===== src/rtl/fcs_pkg.sv =====
// Shared types and command codes for the flash command sequencer.
package fcs_pkg;
    // Command byte values decoded on the bus
    localparam logic [7:0] CMD_ERASE_SETUP = 8'h20;
    localparam logic [7:0] CMD_ERASE_GO    = 8'hD0;
    localparam logic [7:0] CMD_PROG_SETUP  = 8'h10;
    localparam logic [7:0] CMD_ABORT       = 8'hFF;

    // Command decoder state
    typedef enum logic [1:0] {
        CS_READ      = 2'd0,
        CS_ERASE_SET = 2'd1,
        CS_PROG_SET  = 2'd2
    } cmd_state_t;

    // Kind of running operation
    typedef enum logic {
        OP_PROG  = 1'b0,
        OP_ERASE = 1'b1
    } op_kind_t;
endpackage


===== src/rtl/fcs_unlock.sv =====
// Key detector: watches read-mode writes for a fixed three-step
// address/data sequence and pulses unlock on the final matching write.
// Assumes wr_en is already qualified (read mode, not busy).
module fcs_unlock #(
    parameter int AW = 12,
    parameter logic [AW-1:0] KEY_A0 = 'h555,
    parameter logic [7:0]    KEY_D0 = 8'hAA,
    parameter logic [AW-1:0] KEY_A1 = 'h2AA,
    parameter logic [7:0]    KEY_D1 = 8'h55,
    parameter logic [AW-1:0] KEY_A2 = 'h555,
    parameter logic [7:0]    KEY_D2 = 8'hA5
) (
    input  logic          clk,
    input  logic          rst_n,
    input  logic          wr_en,
    input  logic [AW-1:0] addr,
    input  logic [7:0]    data,
    output logic          unlock
);
    localparam int NSTEP = 3;
    localparam int SW    = $clog2(NSTEP);

    logic [SW-1:0] step_q;
    logic [NSTEP-1:0] hit;

    // Compare the current write against every key step
    always_comb begin
        hit[0] = (addr == KEY_A0) && (data == KEY_D0);
        hit[1] = (addr == KEY_A1) && (data == KEY_D1);
        hit[2] = (addr == KEY_A2) && (data == KEY_D2);
    end

    assign unlock = wr_en && (step_q == SW'(NSTEP-1)) && hit[NSTEP-1];

    // Advance on a match, restart (possibly at step 1) on a mismatch
    always_ff @(posedge clk) begin
        if (!rst_n) begin
            step_q <= '0;
        end else if (wr_en) begin
            if (hit[step_q]) begin
                step_q <= (step_q == SW'(NSTEP-1)) ? '0 : step_q + 1'b1;
            end else begin
                step_q <= hit[0] ? SW'(1) : '0;
            end
        end
    end
endmodule


===== src/rtl/fcs_cmd_decode.sv =====
// Command decoder: two-step erase/program setup, abort handling and the
// write-protect flag. Emits a one-cycle start with operation parameters.
// Assumes AW > 8 (256-byte sectors) and that busy comes from the timer.
module fcs_cmd_decode
    import fcs_pkg::*;
#(
    parameter int AW = 12
) (
    input  logic          clk,
    input  logic          rst_n,
    input  logic          bus_wr,
    input  logic [AW-1:0] bus_addr,
    input  logic [7:0]    bus_wdata,
    input  logic          busy,
    input  logic          unlock,
    output logic          key_wr,
    output logic          start,
    output op_kind_t      start_kind,
    output logic [AW-1:0] start_addr,
    output logic [7:0]    start_data
);
    localparam int SECT_BITS = 8;

    cmd_state_t state_q, state_d;
    logic       prot_q;
    logic       wr_ok;

    assign wr_ok  = bus_wr && !busy;
    assign key_wr = wr_ok && (state_q == CS_READ);

    // Next-state and start decode for the two-step sequences
    always_comb begin
        state_d    = state_q;
        start      = 1'b0;
        start_kind = OP_PROG;
        start_addr = bus_addr;
        start_data = bus_wdata;
        if (wr_ok) begin
            unique case (state_q)
                CS_READ: begin
                    if (!prot_q && bus_wdata == CMD_ERASE_SETUP)
                        state_d = CS_ERASE_SET;
                    else if (!prot_q && bus_wdata == CMD_PROG_SETUP)
                        state_d = CS_PROG_SET;
                end
                CS_ERASE_SET: begin
                    state_d = CS_READ;
                    if (bus_wdata == CMD_ERASE_GO) begin
                        start      = 1'b1;
                        start_kind = OP_ERASE;
                        start_addr = {bus_addr[AW-1:SECT_BITS], {SECT_BITS{1'b0}}};
                        start_data = 8'hFF;
                    end
                end
                CS_PROG_SET: begin
                    state_d = CS_READ;
                    if (bus_wdata != CMD_ABORT) begin
                        start      = 1'b1;
                        start_kind = OP_PROG;
                    end
                end
                default: state_d = CS_READ;
            endcase
        end
    end

    // Decoder state register
    always_ff @(posedge clk) begin
        if (!rst_n) state_q <= CS_READ;
        else        state_q <= state_d;
    end

    // Write-protect flag: set by reset, cleared only by the key
    always_ff @(posedge clk) begin
        if (!rst_n)      prot_q <= 1'b1;
        else if (unlock) prot_q <= 1'b0;
    end
endmodule


===== src/rtl/fcs_op_timer.sv =====
// Operation timer: latches the operation, counts its duration down and
// strobes the array in the last busy cycle. Assumes both counts >= 1.
module fcs_op_timer
    import fcs_pkg::*;
#(
    parameter int AW        = 12,
    parameter int ERASE_CYC = 1_000_000,
    parameter int PROG_CYC  = 5_000
) (
    input  logic          clk,
    input  logic          rst_n,
    input  logic          start,
    input  op_kind_t      start_kind,
    input  logic [AW-1:0] start_addr,
    input  logic [7:0]    start_data,
    output logic          busy,
    output logic          done_prog,
    output logic          done_erase,
    output logic [AW-1:0] op_addr,
    output logic [7:0]    op_data
);
    localparam int MAXC = (ERASE_CYC > PROG_CYC) ? ERASE_CYC : PROG_CYC;
    localparam int CW   = $clog2(MAXC + 1);

    logic [CW-1:0] cnt_q;
    op_kind_t      kind_q;
    logic          last;

    assign busy       = (cnt_q != '0);
    assign last       = (cnt_q == CW'(1));
    assign done_prog  = last && (kind_q == OP_PROG);
    assign done_erase = last && (kind_q == OP_ERASE);

    // Load on start, count down while busy
    always_ff @(posedge clk) begin
        if (!rst_n) begin
            cnt_q <= '0;
        end else if (start) begin
            cnt_q <= (start_kind == OP_ERASE) ? CW'(ERASE_CYC) : CW'(PROG_CYC);
        end else if (busy) begin
            cnt_q <= cnt_q - 1'b1;
        end
    end

    // Hold operation parameters for the strobe and status reads
    always_ff @(posedge clk) begin
        if (!rst_n) begin
            kind_q  <= OP_PROG;
            op_addr <= '0;
            op_data <= '0;
        end else if (start) begin
            kind_q  <= start_kind;
            op_addr <= start_addr;
            op_data <= start_data;
        end
    end
endmodule


===== src/rtl/fcs_read_port.sv =====
// Read path: returns array data when idle, poll/toggle status when busy.
// Assumes arr_rdata reflects the array at the bus address in the read cycle.
module fcs_read_port (
    input  logic       clk,
    input  logic       rst_n,
    input  logic       bus_rd,
    input  logic       busy,
    input  logic       start,
    input  logic       poll_bit,
    input  logic [7:0] arr_rdata,
    output logic [7:0] rd_data
);
    logic tog_q;

    // Register read data, flip the toggle bit on each busy read
    always_ff @(posedge clk) begin
        if (!rst_n) begin
            rd_data <= '0;
            tog_q   <= 1'b0;
        end else begin
            if (start) tog_q <= 1'b0;
            if (bus_rd) begin
                if (busy) begin
                    rd_data <= {~poll_bit, tog_q, 6'b0};
                    tog_q   <= ~tog_q;
                end else begin
                    rd_data <= arr_rdata;
                end
            end
        end
    end
endmodule


===== src/rtl/flash_cmd_seq.sv =====
// Top of the flash command sequencer: key detector, command decoder,
// operation timer and read path. The array lives outside the block.
module flash_cmd_seq
    import fcs_pkg::*;
#(
    parameter int AW        = 12,
    parameter int ERASE_CYC = 1_000_000,
    parameter int PROG_CYC  = 5_000,
    parameter logic [AW-1:0] KEY_A0 = 'h555,
    parameter logic [7:0]    KEY_D0 = 8'hAA,
    parameter logic [AW-1:0] KEY_A1 = 'h2AA,
    parameter logic [7:0]    KEY_D1 = 8'h55,
    parameter logic [AW-1:0] KEY_A2 = 'h555,
    parameter logic [7:0]    KEY_D2 = 8'hA5
) (
    input  logic          clk,
    input  logic          rst_n,
    input  logic          bus_wr,
    input  logic          bus_rd,
    input  logic [AW-1:0] bus_addr,
    input  logic [7:0]    bus_wdata,
    input  logic [7:0]    arr_rdata,
    output logic [7:0]    rd_data,
    output logic          busy,
    output logic          mem_prog,
    output logic          mem_erase,
    output logic [AW-1:0] mem_addr,
    output logic [7:0]    mem_data
);
    logic          key_wr, unlock, start;
    op_kind_t      start_kind;
    logic [AW-1:0] start_addr;
    logic [7:0]    start_data;

    fcs_unlock #(
        .AW(AW), .KEY_A0(KEY_A0), .KEY_D0(KEY_D0), .KEY_A1(KEY_A1),
        .KEY_D1(KEY_D1), .KEY_A2(KEY_A2), .KEY_D2(KEY_D2)
    ) u_unlock (
        .clk(clk), .rst_n(rst_n), .wr_en(key_wr),
        .addr(bus_addr), .data(bus_wdata), .unlock(unlock)
    );

    fcs_cmd_decode #(.AW(AW)) u_dec (
        .clk(clk), .rst_n(rst_n), .bus_wr(bus_wr), .bus_addr(bus_addr),
        .bus_wdata(bus_wdata), .busy(busy), .unlock(unlock), .key_wr(key_wr),
        .start(start), .start_kind(start_kind), .start_addr(start_addr),
        .start_data(start_data)
    );

    fcs_op_timer #(.AW(AW), .ERASE_CYC(ERASE_CYC), .PROG_CYC(PROG_CYC)) u_tmr (
        .clk(clk), .rst_n(rst_n), .start(start), .start_kind(start_kind),
        .start_addr(start_addr), .start_data(start_data), .busy(busy),
        .done_prog(mem_prog), .done_erase(mem_erase), .op_addr(mem_addr),
        .op_data(mem_data)
    );

    fcs_read_port u_rd (
        .clk(clk), .rst_n(rst_n), .bus_rd(bus_rd), .busy(busy), .start(start),
        .poll_bit(mem_data[7]), .arr_rdata(arr_rdata), .rd_data(rd_data)
    );
endmodule


===== config.mk =====
export PLATFORM = sky130hd
export DESIGN_NAME = flash_cmd_seq
export DESIGN_NICKNAME = d
export VERILOG_FILES = /design/src/rtl/fcs_pkg.sv /design/src/rtl/fcs_unlock.sv /design/src/rtl/fcs_cmd_decode.sv /design/src/rtl/fcs_op_timer.sv /design/src/rtl/fcs_read_port.sv /design/src/rtl/flash_cmd_seq.sv
export SDC_FILE = /design/constraint.sdc
export NUM_CORES = 1
export LEC_CHECK = 0
export BUFFER_PORTS_ARGS = -buffer_cell sky130_fd_sc_hd__buf_2
export CAP_MARGIN = 5
export CORE_MARGIN = 2
export CORE_UTILIZATION = 32
export DETAILED_ROUTE_END_ITERATION = 8
export HOLD_SLACK_MARGIN = 0.12
export PLACE_DENSITY = 0.61
export SETUP_SLACK_MARGIN = 0.3
export SLEW_MARGIN = 20
export SYNTH_ARGS = -nofsm -noshare
export SYNTH_HDL_FRONTEND = slang
export SYNTH_SLANG_ARGS = --single-unit

===== constraint.sdc =====
create_clock -name clk -period 3.7 [get_ports clk]
set_clock_uncertainty 0.1 [all_clocks]
set_input_delay 0.37 -clock clk [delete_from_list [all_inputs] [get_ports clk]]
set_output_delay 0.37 -clock clk [all_outputs]
set_load 0.01 [all_outputs]

* Word-level counts from Yosys, hierarchy flattened
Index checks and enable logic that the tools add are counted. W data, S select, Z words.
Storage, ports and cells: bits in registers 55, input bits 32, output and inout port bits 31, logic and storage cells 73
Operators by class: add/subtract/negate cells 2, order comparisons 1, equality and inequality tests 14, muxes and demuxes 27, bitwise gates (word level) 3, reductions and logical operators 17
Operators by type and width (number):
- $mux W20 | 3
- $mux W8 | 7
- $eq A8 B8 Y1 const B | 3
- $eq A20 B1 Y1 const B | 1
- $reduce_bool A20 Y1 | 1
- $sub A20 B1 Y20 const B | 1
- $eq A12 B10 Y1 const B | 1
- $eq A12 B11 Y1 const B | 1
- $logic_and A1 B1 Y1 | 11
- $mux W1 | 10
- $mux W2 | 5
- $eq A8 B5 Y1 const B | 1
- $eq A8 B6 Y1 const B | 1
- $eq A8 B7 Y1 const B | 1
- $ne A8 B8 Y1 const B | 1
- $eq A2 B2 Y1 const B | 2
- $lt A2 B3 Y1 const B | 1
- $ne A3 B3 Y1 const B | 1
- $not A1 Y1 | 3
- $add A2 B1 Y2 const B | 1
- $bmux W1 S2 | 1
- $eq A2 B1 Y1 const B | 1
- $logic_not A1 Y1 | 2
- $logic_not A2 Y1 | 1
- 3 further kinds | 3

* Longest topological paths before layout
depth in word-level cells 7, depth in mapped cells 11, gate-level depth less buffers 8

* Modules after synthesis
Synthesis repeated with hierarchy kept, for this count alone.
Second synthesis, totals: cell total of the unflattened synthesis 332, area, all modules 3015.4 sq um
By module, submodules not included:
- fcs_op_timer | times used 1, cells an instance 213, area an instance 1990.7 sq um, sequential area each 820.8 sq um
- fcs_cmd_decode | times used 1, cells an instance 56, area an instance 450.4 sq um, sequential area each 60.1 sq um
- fcs_read_port | times used 1, cells an instance 40, area an instance 369.1 sq um, sequential area each 180.2 sq um
- fcs_unlock | times used 1, cells an instance 23, area an instance 205.2 sq um, sequential area each 40.0 sq um

* Least setup slack after synthesis
No wires, ideal clock.
kind reg-to-reg, from reg u_tmr.cnt_q[0], to reg u_tmr.op_addr[11], setup time 0.069 ns, data arrival time 2.283 ns, data required time 3.531 ns, path slack 1.248 ns, cell stages (with the launch flop) 11, buffers on the path 3, clock period less this slack 2.452 ns, cells stage by stage dfxtp_1 > inv_1 > ha_1 > or3b_1 > buf_2 > or3_1 > clkbuf_1 > a2111oi_4 > buf_6 > nand2_1 > a21oi_2
On the way: longest elaborated chain between the ends 4
Ends and longest elaborated chain:
- from (decl) | RTL line fcs_op_timer.sv:25 | logic [CW-1:0] cnt_q;
- from (signal assigned) | RTL line fcs_op_timer.sv:39 | cnt_q <= (start_kind == OP_ERASE) ? CW'(ERASE_CYC) : CW'(PROG_CYC);
- from (signal assigned) | RTL line fcs_op_timer.sv:41 | cnt_q <= cnt_q - 1'b1;
- $reduce_bool A20 Y1 | RTL line fcs_op_timer.sv:29 | assign busy = (cnt_q != '0);
- $logic_not A1 Y1 | RTL line fcs_cmd_decode.sv:28 | assign wr_ok = bus_wr && !busy;
- $logic_and A1 B1 Y1 | RTL line fcs_cmd_decode.sv:28
- $mux W1 | RTL line fcs_cmd_decode.sv:38 | if (wr_ok) begin
- to (signal assigned) | RTL line fcs_op_timer.sv:53 | op_addr <= start_addr;
- to (decl) | RTL line fcs_op_timer.sv:19 | output logic [AW-1:0] op_addr,
Every way passes these cells. A chain may end at the register's enable or synchronous reset.

* Worst setup path in the final report
from reg u_tmr.cnt_q[6], to out busy
On the way: longest elaborated chain between the ends 1
Ends and longest elaborated chain:
- $reduce_bool A20 Y1 | RTL line fcs_op_timer.sv:29
- to (decl) | RTL line flash_cmd_seq.sv:24 | output logic busy,
Every way passes these cells.

==> metrics.txt <==
status=completed; Yosys cell types=52; Nets=417; H-tree levels=2; startpoint types=register; post-CTS sizing=0; vias per std cell=5.32; core area=8260 um2; warning count from the yosys run=0; root buf cell=clkbuf_8; DRT Wirelength=7170 um; fraction of registers with async set/reset=0; Residual DRC=0; max_slew headroom=0.410; EDFF count, synth=0; global-route wire length before repair=11500 um; synthesis-to-layout area growth=17.4%; cts bufs inserted=5; vias in the first global route=2427; placed cell areas=3120 um2; GP Congestion=0.819; hold_buf cts=0; gr ovfl total=0; largest net degree at the start of global routing=29; Avg Cell Area, Syn=8.48 um2; Die Y-Extent=96.4 um; sequential fraction of the synthesis area=0.403; crit path time final=3.19 ns; Fill cells=895; Die Wd=96.4 um; antenna violations before repair=0; Worst-Skew Late Latency=0.30 ns; die area=9290 um2; final worst path period share=0.862; routed len/inst=14.7 um; Antenna Diode Count=0; starting DRC count in detailed routing=111; max-cap violations=0; CP required=3.23 ns; Yosys reg bits=55; Worst-path clk slew=0.10 ns; RSZ-0062 raised after global routing=no; # clock sinks=55; mapped cell area=2730 um2; total track usage=0.160; synthesized net count=359; CP arrival=2.72 ns; drt pass-1 iters=4; share of layout cells above drive strength 1=0.249; pwr/cell area=646 nW/um2; Least-Margin Pin Slew=0.877 ns; via count=2584; antenna-violating nets left=0; critical path fanouts, max=17; port bufs=62; ys flop type=dfxtp_1; TNS Setup=0 ns; final hold vios=0; Crit Path Category=reg -> out; DP Wirelength=5320 um; Fmax=314 MHz; worst vdd ir=0.000258 V; Ports=63; fin. max-slew vios=0; Core Rows=33; Final setup viols=0; CP endpoint kind=primary output; post-CTS setup repair buffer count=0; Pleak=1.22 nW; Starting Density=0.331; CTS tree=done; clock buffer depth=2; Gate Count Post-Synth=322; hold crit path type=in -> reg; Layout Cell Area excl Fill=3210 um2
==> metrics by stage <==
step                      power (mW)  hold WS [ns]  utilization  worst slack, ns  cells
final                           2.07         0.219        0.388            0.511    486
after detailed placement        1.74         0.348        0.378            0.743    478
after floorplan                 1.52         0.345            -             1.25    322
after global routing            2.21         0.220        0.388            0.395    486
after CTS                       2.08         0.210        0.388            0.520    486
after global placement          1.72         0.347        0.378            0.797    478
==> path summary, 6_finish.rpt <==
kind / from / endpoint / slack [ns] / depth (start not counted)
worst max-delay path: u_tmr.cnt_q[6]$_SDFFE_PN0P_ / busy / 0.51 / 5
worst min-delay path: arr_rdata[6] / u_rd.rd_data[6]$_SDFFE_PN0P_ / 0.22 / 3
worst max register to register: u_tmr.cnt_q[6]$_SDFFE_PN0P_ / u_tmr.op_addr[4]$_SDFFE_PN0P_ / 0.71 / 6
worst min register to register: u_tmr.op_addr[10]$_SDFFE_PN0P_ / u_tmr.op_addr[10]$_SDFFE_PN0P_ / 0.36 / 2
==> synth_stat cells (all sizes together) (3+ instances only) <==
master | number | share of area
clkbuf | 9 | 0.012
xor2 | 4 | 0.013
o22ai | 13 | 0.030
nand3 | 15 | 0.027
dfxtp | 55 | 0.40
buf | 7 | 0.021
a211oi | 3 | 0.013
a31oi | 6 | 0.014
a21oi | 29 | 0.063
nand2 | 46 | 0.065
mux2i | 3 | 0.011
nor4 | 9 | 0.032
inv | 6 | 0.0082
nor3 | 11 | 0.020
o21ai | 10 | 0.018
xnor2 | 4 | 0.013
nor2 | 27 | 0.043
nand4 | 7 | 0.018
or4 | 8 | 0.025
or3 | 8 | 0.018
nand2b | 9 | 0.021
ha | 5 | 0.023
==> critical path: stages, from the launching register on <==
cell and delay, ns:
dfxtp_1 0.34, or4_4 0.57, or4_1 0.75, nor2_8 0.35, inv_2 0.20, buf_2 0.19
==> flip-flops by register name, indices dropped and copies added, names as in the netlist <==
signal,count
u_rd.tog_q,1
u_dec.state_q,2
u_tmr.op_data,8
u_tmr.cnt_q,20
u_tmr.op_addr,12
u_rd.rd_data,8
u_unlock.step_q,2
u_dec.prot_q,1
u_tmr.kind_q,1
==> layout by cell type, fill, tap and decap left out, drive strengths merged, types with 2 or more instances in the layout <==
cell,count
a211oi,3
a21oi,29
a31oi,6
buf,67
clkbuf,6
clkinv,2
dfxtp,55
ha,5
inv,6
mux2i,3
nand2,46
nand2b,9
nand3,15
nand3b,2
nand4,7
nor2,27
nor2b,2
nor3,11
nor4,9
nor4b,2
nor4bb,2
o2111ai,2
o211ai,2
o21a,2
o21ai,10
o22ai,13
o31a,2
o31ai,2
or3,8
or4,8
xnor2,4
xor2,4
==> area by class of cell <==
type | count | area (um2) | area share
clock buffers | 6 | 72.6 | 0.0226
clock inverters | 2 | 12.5 | 0.00390
inverters | 7 | 26.3 | 0.00820
multi-input cells | 244 | 1510 | 0.472
flip-flops and latches | 55 | 1100 | 0.343
well taps | 105 | 131 | 0.0410
repair buffers | 67 | 348 | 0.109
==> cells by family (layout without fill, tap and decap cells) <==
logic type               after synthesis  count (layout)  synth area share
AND/OR/NAND/NOR                      153             153             0.309
buffers and inverters                 23              82            0.0426
XOR/XNOR                               8               8            0.0257
flip-flops                            55              55             0.403
multiplexers                           3               3            0.0110
AO/OA/AOI/OAI                         75              75             0.186
adder cells (fa/ha/maj)                5               5            0.0229
==> per-layer routing <==
metal | up-vias | share of wire | track usage
met5 | - | 0 | 0
met4 | 0 | 0.019 | 0.0610
met3 | 10 | 0.057 | 0.0295
met2 | 84 | 0.46 | 0.264
met1 | 1203 | 0.47 | 0.208
li1 | 1287 | - | -
==> where the power goes <==
part	leakage [nW]	total (mW)	switching (mW)	internal, mW
clock	0.0412	0.329	0.196	0.133
combinational	0.729	0.955	0.595	0.360
sequential	0.447	0.788	0.104	0.684
Note: power is estimated with default switching activity, not from simulation.
